==> config.mk <==
export PLATFORM = sky130hd
export DESIGN_NAME = synth_cfg_i2c
export DESIGN_NICKNAME = d
export VERILOG_FILES = /design/src/rtl/synth_cfg_pkg.sv /design/src/rtl/i2c_line_cond.sv /design/src/rtl/i2c_cfg_engine.sv /design/src/rtl/cfg_regbank.sv /design/src/rtl/synth_cfg_i2c.sv
export SDC_FILE = /design/constraint.sdc
export NUM_CORES = 1
export LEC_CHECK = 0
export CAP_MARGIN = 10
export CORE_MARGIN = 3
export CORE_UTILIZATION = 48
export DETAILED_ROUTE_END_ITERATION = 10
export PLACE_DENSITY_LB_ADDON = 0.1
export SYNTH_ARGS = -nofsm -noshare
export SYNTH_HDL_FRONTEND = slang
export SYNTH_SLANG_ARGS = --single-unit
==> constraint.sdc <==
create_clock -name clk -period 2.42 [get_ports clk]
set_input_delay 0.242 -clock clk [delete_from_list [all_inputs] [get_ports clk]]
set_output_delay 0.242 -clock clk [all_outputs]
set_load 0.005 [all_outputs]
==> src/rtl/synth_cfg_pkg.sv <==
// Shared constants and types for the synthesizer configuration slave.
// Assumes the register file is byte wide with a small fixed register count.
package synth_cfg_pkg;
    localparam int          NREG       = 6;
    localparam int          REG_AW     = $clog2(NREG);
    localparam logic [3:0]  DEV_PREFIX = 4'b1100;

    typedef enum logic [2:0] {
        ST_IDLE,
        ST_DEV,
        ST_SUB,
        ST_WDAT,
        ST_RDAT
    } bus_st_t;
endpackage

==> src/rtl/i2c_line_cond.sv <==
// Brings SCL and SDA into the clock domain and derives edges and bus events.
// Assumes SCL is slow enough that every level lasts several system clocks.
module i2c_line_cond #(
    parameter int SYNC_N = 2
) (
    input  logic clk,
    input  logic rst_n,
    input  logic scl_i,
    input  logic sda_i,
    output logic scl_s,
    output logic sda_s,
    output logic scl_rise,
    output logic scl_fall,
    output logic start_det,
    output logic stop_det
);
    logic [SYNC_N-1:0] scl_q, sda_q;
    logic              scl_p, sda_p;

    // Synchronizer chains; both idle high like the bus.
    always_ff @(posedge clk) begin
        if (!rst_n) begin
            scl_q <= '1;
            sda_q <= '1;
            scl_p <= 1'b1;
            sda_p <= 1'b1;
        end else begin
            scl_q <= {scl_q[SYNC_N-2:0], scl_i};
            sda_q <= {sda_q[SYNC_N-2:0], sda_i};
            scl_p <= scl_q[SYNC_N-1];
            sda_p <= sda_q[SYNC_N-1];
        end
    end

    // Edge and START/STOP detection on the synchronized levels.
    always_comb begin
        scl_s     = scl_q[SYNC_N-1];
        sda_s     = sda_q[SYNC_N-1];
        scl_rise  = scl_s & ~scl_p;
        scl_fall  = ~scl_s & scl_p;
        start_det = scl_s & scl_p & sda_p & ~sda_s;
        stop_det  = scl_s & scl_p & ~sda_p & sda_s;
    end

    // a bus event is only ever seen with SCL held high.
    a_r10_event_scl_high: assert property (@(posedge clk) disable iff (!rst_n)
        (start_det || stop_det) |-> (scl_s && $past(scl_s)));
endmodule

==> src/rtl/i2c_cfg_engine.sv <==
// Byte engine of the slave: address match, sub-address pointer, write
// strobes, acknowledge and status read-out. Assumes conditioned bus events.
module i2c_cfg_engine
    import synth_cfg_pkg::*;
(
    input  logic              clk,
    input  logic              rst_n,
    input  logic              scl_s,
    input  logic              sda_s,
    input  logic              scl_rise,
    input  logic              scl_fall,
    input  logic              start_det,
    input  logic              stop_det,
    input  logic [2:0]        dev_pins_i,
    input  logic [6:0]        stat_i,
    output logic              sda_pull_o,
    output logic              wr_en,
    output logic [REG_AW-1:0] wr_addr,
    output logic [7:0]        wr_data
);
    bus_st_t    state;
    logic [3:0] bitcnt;
    logic [7:0] shreg, txreg, ptr;
    logic       ack_ph, bad_sub, mack;
    logic       byte_done, ptr_ok;
    logic [7:0] stat_byte;

    // Shared decode of the end of a received byte.
    always_comb begin
        byte_done = scl_fall && (bitcnt == 4'd8) && !ack_ph && !start_det && !stop_det;
        ptr_ok    = ptr < 8'(NREG);
        stat_byte = {bad_sub, stat_i};
        wr_en     = byte_done && (state == ST_WDAT) && ptr_ok;
        wr_addr   = ptr[REG_AW-1:0];
        wr_data   = shreg;
    end

    // Protocol state machine; SDA is changed only on falling SCL.
    always_ff @(posedge clk) begin
        if (!rst_n) begin
            state <= ST_IDLE; bitcnt <= '0; shreg <= '0; txreg <= '0;
            ptr <= '0; ack_ph <= 1'b0; bad_sub <= 1'b0; mack <= 1'b0;
            sda_pull_o <= 1'b0;
        end else if (start_det) begin
            state <= ST_DEV; bitcnt <= '0; ack_ph <= 1'b0; sda_pull_o <= 1'b0;
        end else if (stop_det) begin
            state <= ST_IDLE; bitcnt <= '0; ack_ph <= 1'b0; sda_pull_o <= 1'b0;
        end else if (ack_ph) begin
            if (scl_fall) begin
                ack_ph     <= 1'b0;
                bitcnt     <= '0;
                sda_pull_o <= (state == ST_RDAT) ? ~txreg[7] : 1'b0;
            end
        end else begin
            case (state)
                ST_DEV, ST_SUB, ST_WDAT: begin
                    if (scl_rise && bitcnt < 4'd8) begin
                        shreg  <= {shreg[6:0], sda_s};
                        bitcnt <= bitcnt + 4'd1;
                    end else if (byte_done) begin
                        if (state == ST_DEV) begin
                            if (shreg[7:1] == {DEV_PREFIX, dev_pins_i}) begin
                                ack_ph     <= 1'b1;
                                sda_pull_o <= 1'b1;
                                if (shreg[0]) begin
                                    state <= ST_RDAT;
                                    txreg <= stat_byte;
                                end else begin
                                    state <= ST_SUB;
                                end
                            end else begin
                                state <= ST_IDLE;
                            end
                        end else if (state == ST_SUB) begin
                            ptr        <= shreg;
                            bad_sub    <= shreg >= 8'(NREG);
                            ack_ph     <= 1'b1;
                            sda_pull_o <= 1'b1;
                            state      <= ST_WDAT;
                        end else begin
                            ack_ph     <= 1'b1;
                            sda_pull_o <= ptr_ok;
                            if (ptr_ok) ptr <= ptr + 8'd1;
                        end
                    end
                end
                ST_RDAT: begin
                    if (scl_rise && bitcnt == 4'd8) begin
                        mack <= ~sda_s;
                    end else if (scl_fall) begin
                        if (bitcnt < 4'd7) begin
                            txreg      <= {txreg[6:0], 1'b0};
                            sda_pull_o <= ~txreg[6];
                            bitcnt     <= bitcnt + 4'd1;
                        end else if (bitcnt == 4'd7) begin
                            sda_pull_o <= 1'b0;
                            bitcnt     <= 4'd8;
                        end else if (mack) begin
                            txreg      <= stat_byte;
                            sda_pull_o <= ~stat_byte[7];
                            bitcnt     <= '0;
                        end else begin
                            state <= ST_IDLE;
                        end
                    end
                end
                default: ;
            endcase
        end
    end

    // an idle (unaddressed) slave never pulls the line.
    a_r1_idle_released: assert property (@(posedge clk) disable iff (!rst_n)
        (state == ST_IDLE) |-> !sda_pull_o);
    // SDA from the slave never moves while SCL stays high, except at bus events.
    a_r10_sda_stable_scl_high: assert property (@(posedge clk) disable iff (!rst_n)
        (scl_s && $past(scl_s) && !$past(start_det) && !$past(stop_det)) |-> $stable(sda_pull_o));
    // a START restarts address matching from the first bit.
    a_r10_start_restarts: assert property (@(posedge clk) disable iff (!rst_n)
        start_det |=> (state == ST_DEV && bitcnt == 4'd0 && !sda_pull_o));
    // a STOP releases the line.
    a_r10_stop_releases: assert property (@(posedge clk) disable iff (!rst_n)
        stop_det |=> (state == ST_IDLE && !sda_pull_o));
endmodule

==> src/rtl/cfg_regbank.sv <==
// Six configuration bytes and the field decode the synthesizer core reads.
// Assumes writes arrive as single-cycle strobes with an in-range address.
module cfg_regbank
    import synth_cfg_pkg::*;
(
    input  logic              clk,
    input  logic              rst_n,
    input  logic              wr_en,
    input  logic [REG_AW-1:0] wr_addr,
    input  logic [7:0]        wr_data,
    output logic [7:0]        mode_o,
    output logic [8:0]        b_cnt_o,
    output logic [5:0]        a_cnt_o,
    output logic [8:0]        r_div_o,
    output logic              cal_reset_o,
    output logic              cal_start_o,
    output logic              cal_ext_o,
    output logic [4:0]        cal_word_o,
    output logic [2:0]        cp_sel_o,
    output logic [1:0]        amp_o
);
    logic [7:0] img [NREG];

    // Register storage, cleared to the power-down default on reset.
    always_ff @(posedge clk) begin
        for (int i = 0; i < NREG; i++) begin
            if (!rst_n)
                img[i] <= 8'h00;
            else if (wr_en && wr_addr == REG_AW'(i))
                img[i] <= wr_data;
        end
    end

    // Field decode; several fields are spread or bit-reversed across bytes.
    always_comb begin
        mode_o      = img[0];
        b_cnt_o     = {img[1], img[2][7]};
        a_cnt_o     = img[2][6:1];
        r_div_o     = {img[2][0], img[3]};
        cal_reset_o = img[4][7];
        cal_start_o = img[4][6];
        cal_ext_o   = img[4][5];
        for (int k = 0; k < 5; k++) cal_word_o[k] = img[4][4-k];
        amp_o       = {img[5][6], img[5][7]};
        for (int k = 0; k < 3; k++) cp_sel_o[k] = img[5][5-k];
    end

    // the engine never strobes a register beyond the map.
    a_r8_write_in_range: assert property (@(posedge clk) disable iff (!rst_n)
        wr_en |-> (wr_addr < REG_AW'(NREG)));
    // the cycle after reset, the mode is power-down and B is zero.
    a_r9_reset_default: assert property (@(posedge clk)
        $past(!rst_n) |-> (mode_o == 8'h00 && b_cnt_o == 9'd0));
endmodule

==> src/rtl/synth_cfg_i2c.sv <==
// Top of the synthesizer configuration slave: line conditioning, byte
// engine and register bank. Assumes SDA is open-drain outside the block.
module synth_cfg_i2c
    import synth_cfg_pkg::*;
(
    input  logic       clk,
    input  logic       rst_n,
    input  logic       scl_i,
    input  logic       sda_i,
    output logic       sda_pull_o,
    input  logic [2:0] dev_pins_i,
    input  logic       cal_busy_i,
    input  logic       lock_i,
    input  logic [4:0] intcal_i,
    output logic [7:0] mode_o,
    output logic [8:0] b_cnt_o,
    output logic [5:0] a_cnt_o,
    output logic [8:0] r_div_o,
    output logic       cal_reset_o,
    output logic       cal_start_o,
    output logic       cal_ext_o,
    output logic [4:0] cal_word_o,
    output logic [2:0] cp_sel_o,
    output logic [1:0] amp_o
);
    logic              scl_s, sda_s, scl_rise, scl_fall, start_det, stop_det;
    logic              wr_en;
    logic [REG_AW-1:0] wr_addr;
    logic [7:0]        wr_data;

    i2c_line_cond #(.SYNC_N(2)) line_i (
        .clk(clk), .rst_n(rst_n), .scl_i(scl_i), .sda_i(sda_i),
        .scl_s(scl_s), .sda_s(sda_s), .scl_rise(scl_rise), .scl_fall(scl_fall),
        .start_det(start_det), .stop_det(stop_det)
    );

    i2c_cfg_engine eng_i (
        .clk(clk), .rst_n(rst_n), .scl_s(scl_s), .sda_s(sda_s),
        .scl_rise(scl_rise), .scl_fall(scl_fall),
        .start_det(start_det), .stop_det(stop_det),
        .dev_pins_i(dev_pins_i), .stat_i({cal_busy_i, lock_i, intcal_i}),
        .sda_pull_o(sda_pull_o), .wr_en(wr_en), .wr_addr(wr_addr), .wr_data(wr_data)
    );

    cfg_regbank regs_i (
        .clk(clk), .rst_n(rst_n), .wr_en(wr_en), .wr_addr(wr_addr), .wr_data(wr_data),
        .mode_o(mode_o), .b_cnt_o(b_cnt_o), .a_cnt_o(a_cnt_o), .r_div_o(r_div_o),
        .cal_reset_o(cal_reset_o), .cal_start_o(cal_start_o), .cal_ext_o(cal_ext_o),
        .cal_word_o(cal_word_o), .cp_sel_o(cp_sel_o), .amp_o(amp_o)
    );
endmodule

# After elaboration in Yosys (flattened, before gate mapping)
# Memories as Yosys holds them, arrays and structs flattened.
# Cells that the tools add are included.
[word_totals] n_memories=1 inputBits=14 output_inout_bits=46 elab_cells=204 mem_bits_ro=0 latchBits=0 ram_bits=48 reg_bits=41
[classes] bitwise_logic=26 eq_ne=41 n_addsub=2 n_mul=0 reduce_logical=33 div_mod_pow=0 n_lt_le_gt_ge=4 mux=83 shifts=0
[mem_list] memory="regs_i.img" words=6 word_bits=8 rd=6 rd_ports_with_merged_regs=0 write_ports=6 line="cfg_regbank.sv:22" rtl="logic [7:0] img [NREG];"
[ops] op="two-way mux 8 bit" n=18
[ops] op="two-way mux 1 bit" n=42
[ops] op="two-way mux 3 bit" n=11
[ops] op="two-way mux 4 bit" n=8
[ops] op="AND reduction 8 bit" n=3
[ops] op="inequality test 4 x 2 -> 1 bit, second input constant" n=5
[ops] op="AND reduction 10 bit" n=2
[ops] op="case mux 8 bit (2 select lines)" n=1
[ops] op="logical AND 1 bit" n=14
[ops] op="NOT 1 bit" n=13
[ops] op="AND reduction 13 bit" n=1
[ops] op="== test 3 x 2 -> 1 bit, second input constant" n=4
[ops] op="inequality test 2 x 1 -> 1 bit, second input constant" n=6
[ops] op="inequality test 3 x 1 -> 1 bit, second input constant" n=4
[ops] op="inequality test 2 bit, second input constant" n=5
[ops] op="AND reduction 5 bit" n=2
[ops] op="== test 3 bit, second input constant" n=3
[ops] op="inequality test 3 x 2 -> 1 bit, second input constant" n=3
[ops] op="adder 8 x 1 -> 8 bit, second input constant" n=1
[ops] op="greater-or-equal comparator 8 x 3 -> 1 bit, second input constant" n=1
[ops] op="less-than comparator 8 x 3 -> 1 bit, second input constant" n=1
[ops] op="inequality test 4 x 1 -> 1 bit, second input constant" n=2
[ops] op="case mux 4 bit (2 select lines)" n=1
[ops] op="AND 1 bit" n=7
[ops] op="21 further kinds" n=31

# Longest topological paths before layout
# Gate-level depths: netlist (run 1).
[depth] depth_word=13 ltp_mapped=9 depth_no_buf=7

# Hierarchy
# A second synthesis (run 1) with hierarchy kept.
[unflattened] hier_cells=391 hier_area_um2=3988.8
[modules_own_cells] mod="i2c_cfg_engine" area_each_um2=2011.9 seq_area_each_um2=700.7 cells_each=246 n_inst=1
[modules_own_cells] mod="cfg_regbank" area_each_um2=1786.7 seq_area_each_um2=1351.3 cells_each=129 n_inst=1
[modules_own_cells] mod="i2c_line_cond" area_each_um2=190.2 seq_area_each_um2=120.1 cells_each=16 n_inst=1

# Least setup slack after synthesis (run 1)
# OpenSTA, ideal clock, no wires.
[synth_timing] kind="flip-flop to flip-flop" start="reg eng_i.bitcnt[0]" end="mem regs_i.img[4][0], in the netlist regs_i.img[2][0] (enable)" arrival_ns=2.069 setup_ns=0.384 path_slack_ns=-0.034 required_time_ns=2.036 path_stages_with_launch=8 period_less_slack_ns=2.454 path_buffers=1 path_cell_list="dfxtp_1 > inv_1 > ha_1 > nand4bb_1 > or2_1 > buf_2 > or3_1 > o21ai_0"
[synth_rtl] element="from (decl)" line="i2c_cfg_engine.sv:22" rtl="logic [3:0] bitcnt;"
[synth_rtl] element="from (signal assigned)" line="i2c_cfg_engine.sv:59" rtl="bitcnt <= bitcnt + 4'd1;"
[synth_rtl] element="from (signal assigned)" line="i2c_cfg_engine.sv:94" rtl="bitcnt <= bitcnt + 4'd1;"
[synth_rtl] element="to (decl)" line="cfg_regbank.sv:22"

==> impl_metrics.yaml, run 1 <==
layout:
  area_growth_pct: 25.46
  fill_cells: 675
  drive_gt1_share_pct: 11.26
  fin_nets: 451
  fin_util_pct: 62.69
  diodes: 0
cts:
  htree_levels: 3
  clk_path_buf_depth: 2
  clock-root-buffer: "clkbuf_8"
  cts_tree: "built"
  holdBufCountCts: 0
  clock_sinks: 86
  path_clk_slew_ps: 80
  clock_latency_ps: 350
  cts_buffers: 9
global_routing:
  grt_pass1_wl_um: 13280
  track_usage_pct: 18.99
  grt_max_degree: 29
  antenna_found_initial: 0
  overflow: 0
  grt_pass1_vias: 2748
detailed_routing:
  drtIter0Drc: 99
  drtPass1Iterations: 5
  via_per_inst: 5.302
  wl_per_cell_um: 15.00
  drcViolationCount: 0
  final_antenna_net_count: 0
  wirelength_um: 8055
  vias: 2847
synthesis:
  synthFlopType: "edfxtp_1"
  synth_cells: 359
  syn-cell-area_um2: 3921
  yosysUniqueCellTypes: 55
  seq_area_frac_synth_pct: 55.39
  synthTopCellsByArea: "edfxtp_1 34%, dfxtp_1 21%, and2_1 5.9%, mux2i_1 5.4%, a21oi_1 2.7%"
  synth_most_common_cell: "edfxtp_1"
  synth_enable_flop_cells: 45
  synth_common_cells: "45 x edfxtp_1, 41 x dfxtp_1, 37 x and2_1"
  synth_top_area_share_pct: 34.46
  ys_warn_count: 0
  synth_nets: 380
  ys_seq_elements: 86
  async_flop_share_pct: 0
  syn_avg_cell_area_um2: 10.92
  yosys.area.top_type: "edfxtp_1"
critical_path:
  crit_fanout: 8
  r2r_slack_ps: 210
  cp_data_required_time_ps: 2470
  path_class: "register to register"
  rr_endpoint: "regs_i.img[0][8]"
  reg2reg_depth: 7
  cp-end-kind: "register"
  rr_startpoint: "eng_i.bitcnt[0]"
  worstSetupStartpointType: "register"
  crit_arrival_ps: 2260
timing:
  holdWs_ps: 411.3
  finalHoldViolCount: 0
  fin_ws_ps: 208.7
  fmax_mhz: 452.2
  setup-violations-final: 0
  rsz0062_at_grt: "false"
  fin_crit_sh_pct: 91.38
  finalCriticalPeriod_ps: 2211
  setup_tns_ps: 0
  slew_violations: 0
  slew_headroom_pct: 67.89
  tightest_slew_ps: 481.0
  finalClockSkew_ps: 5.704
place:
  gp_congestion: 0.8733
  hpwl_um: 5653
  dp_slack_ps: 115.6
  io_buffers: 59
power_and_ir_drop:
  irDropWorstVdd_uv: 284.9
  powerDensity_nw_per_um2: 554.0
  p_leak_nw: 1.768
die:
  core_um2: 7848
  die_x_um: 96.39
  rows: 32
  ios: 60
  initial_core_util_pct: 49.97
  die_h_um: 96.39
  die-area_um2: 9290
worst_hold_path:
  hold_path_class: "register to register"
  worstHoldStart: "line_i.sda_q[0]"
  holdPathStages: 1
  holdPathEnd: "line_i.sda_q[1]"
status:
  status: "finished clean"
job:
  drv_cap: 0
==> sequential cells by signal, indices dropped and copies added (netlist names) <==
register	flops
eng_i.ack_ph	1
eng_i.bad_sub	1
eng_i.bitcnt	4
eng_i.mack	1
eng_i.ptr	8
eng_i.sda_pull_o	1
eng_i.state	3
eng_i.txreg	8
eng_i.wr_data	8
line_i.scl_p	1
line_i.scl_q	2
line_i.sda_p	1
line_i.sda_q	2
regs_i.img	45
==> metal layers <==
layer / track usage (%) / share of wire, %
met1: 22.78 / 44
met2: 32.32 / 49
met3: 3.873 / 5.9
met4: 9.579 / 1.3
met5: 0 / 0
==> worst max-delay path, stage by stage, from the launching register on <==
cell and delay (ps):
dfxtp_1 360, inv_1 70, ha_1 140, nand4bb_1 160
or2_1 270, or3_1 410, nor2_1 220, a21o_2 280
==> placed cells by master, fill, tap and decap left out, drive strengths merged, types with 4 or more instances in the layout <==
master and instances:
mux2i 21, nand3 8, and3 12, nor2b 5
nor4 5, nand2b 9, ha 7, nand2 18
buf 24, clkdlybuf4s50 59, o21ai 12, nor2 25
nor3 5, edfxtp 45, a311oi 8, and2 37
a21oi 21, a211oi 4, clkbuf 11, dfxtp 41
inv 12
==> per-stage QoR <==
stage	cell area, um2	total power [mW]	std cells
final	4920	2.726	537
after global routing	4920	2.846	537
after CTS	4916	2.755	537
after detailed placement	4726	1.794	521
after global placement	4726	1.791	521
after floorplan	3921	1.673	359
==> cell families (layout without fill, tap and decap cells) <==
family	count (synthesis)	count (layout)	share of synthesized area [%]
flip-flops	86	86	55.39
AO/OA/AOI/OAI	61	61	10.91
AND/OR/NAND/NOR	145	145	21.38
XOR/XNOR	5	5	1.117
buffers and inverters	34	110	3.605
adder cells (fa/ha/maj)	7	7	2.233
multiplexers	21	21	5.361
==> worst max-delay path by stage <==
stage                    startpoint                 to  slack (ps)  cells past startpoint
floorplan           eng_i.bitcnt[0]  regs_i.img[2][11]         170                      7
detailed placement  eng_i.bitcnt[0]   regs_i.img[1][4]         120                      7
global route        eng_i.bitcnt[0]   regs_i.img[0][8]          50                      8
finish              eng_i.bitcnt[0]   regs_i.img[0][8]         210                      7
CTS                 eng_i.bitcnt[0]   regs_i.img[1][4]          90                      7
global placement    eng_i.bitcnt[0]   regs_i.img[0][8]         130                      7
==> power breakdown <==
group / internal, mW / total (mW) / switching (mW)
Clock: 0.479 / 0.968 / 0.489
Combinational: 0.104 / 0.173 / 0.0684
Sequential: 1.57 / 1.59 / 0.0145
Total: 2.15 / 2.73 / 0.572
==> cell type report <==
class / instances / area (um2) / area share [%]
sequential: 86 / 2172 / 44.15
multi-input combinational: 239 / 1618 / 32.88
timing repair buffer: 83 / 770.7 / 15.67
clock buffer: 11 / 131.4 / 2.670
tap: 102 / 127.6 / 2.594
clock inverter: 5 / 58.81 / 1.195
inverter: 11 / 41.29 / 0.8393
==> timing repair <==
item,4_1_cts,5_1_grt
gates resized for setup,0,3
setup buffers,0,0
endpoints found under the setup margin,0,24
Power figures use the tool's default switching activity.
==> run 2: changes to the inputs <==
SLEW_MARGIN = 0   (was default)
==> results of run 2 <==
No change in the layout: final DEF, timing and power equal those of run 1.
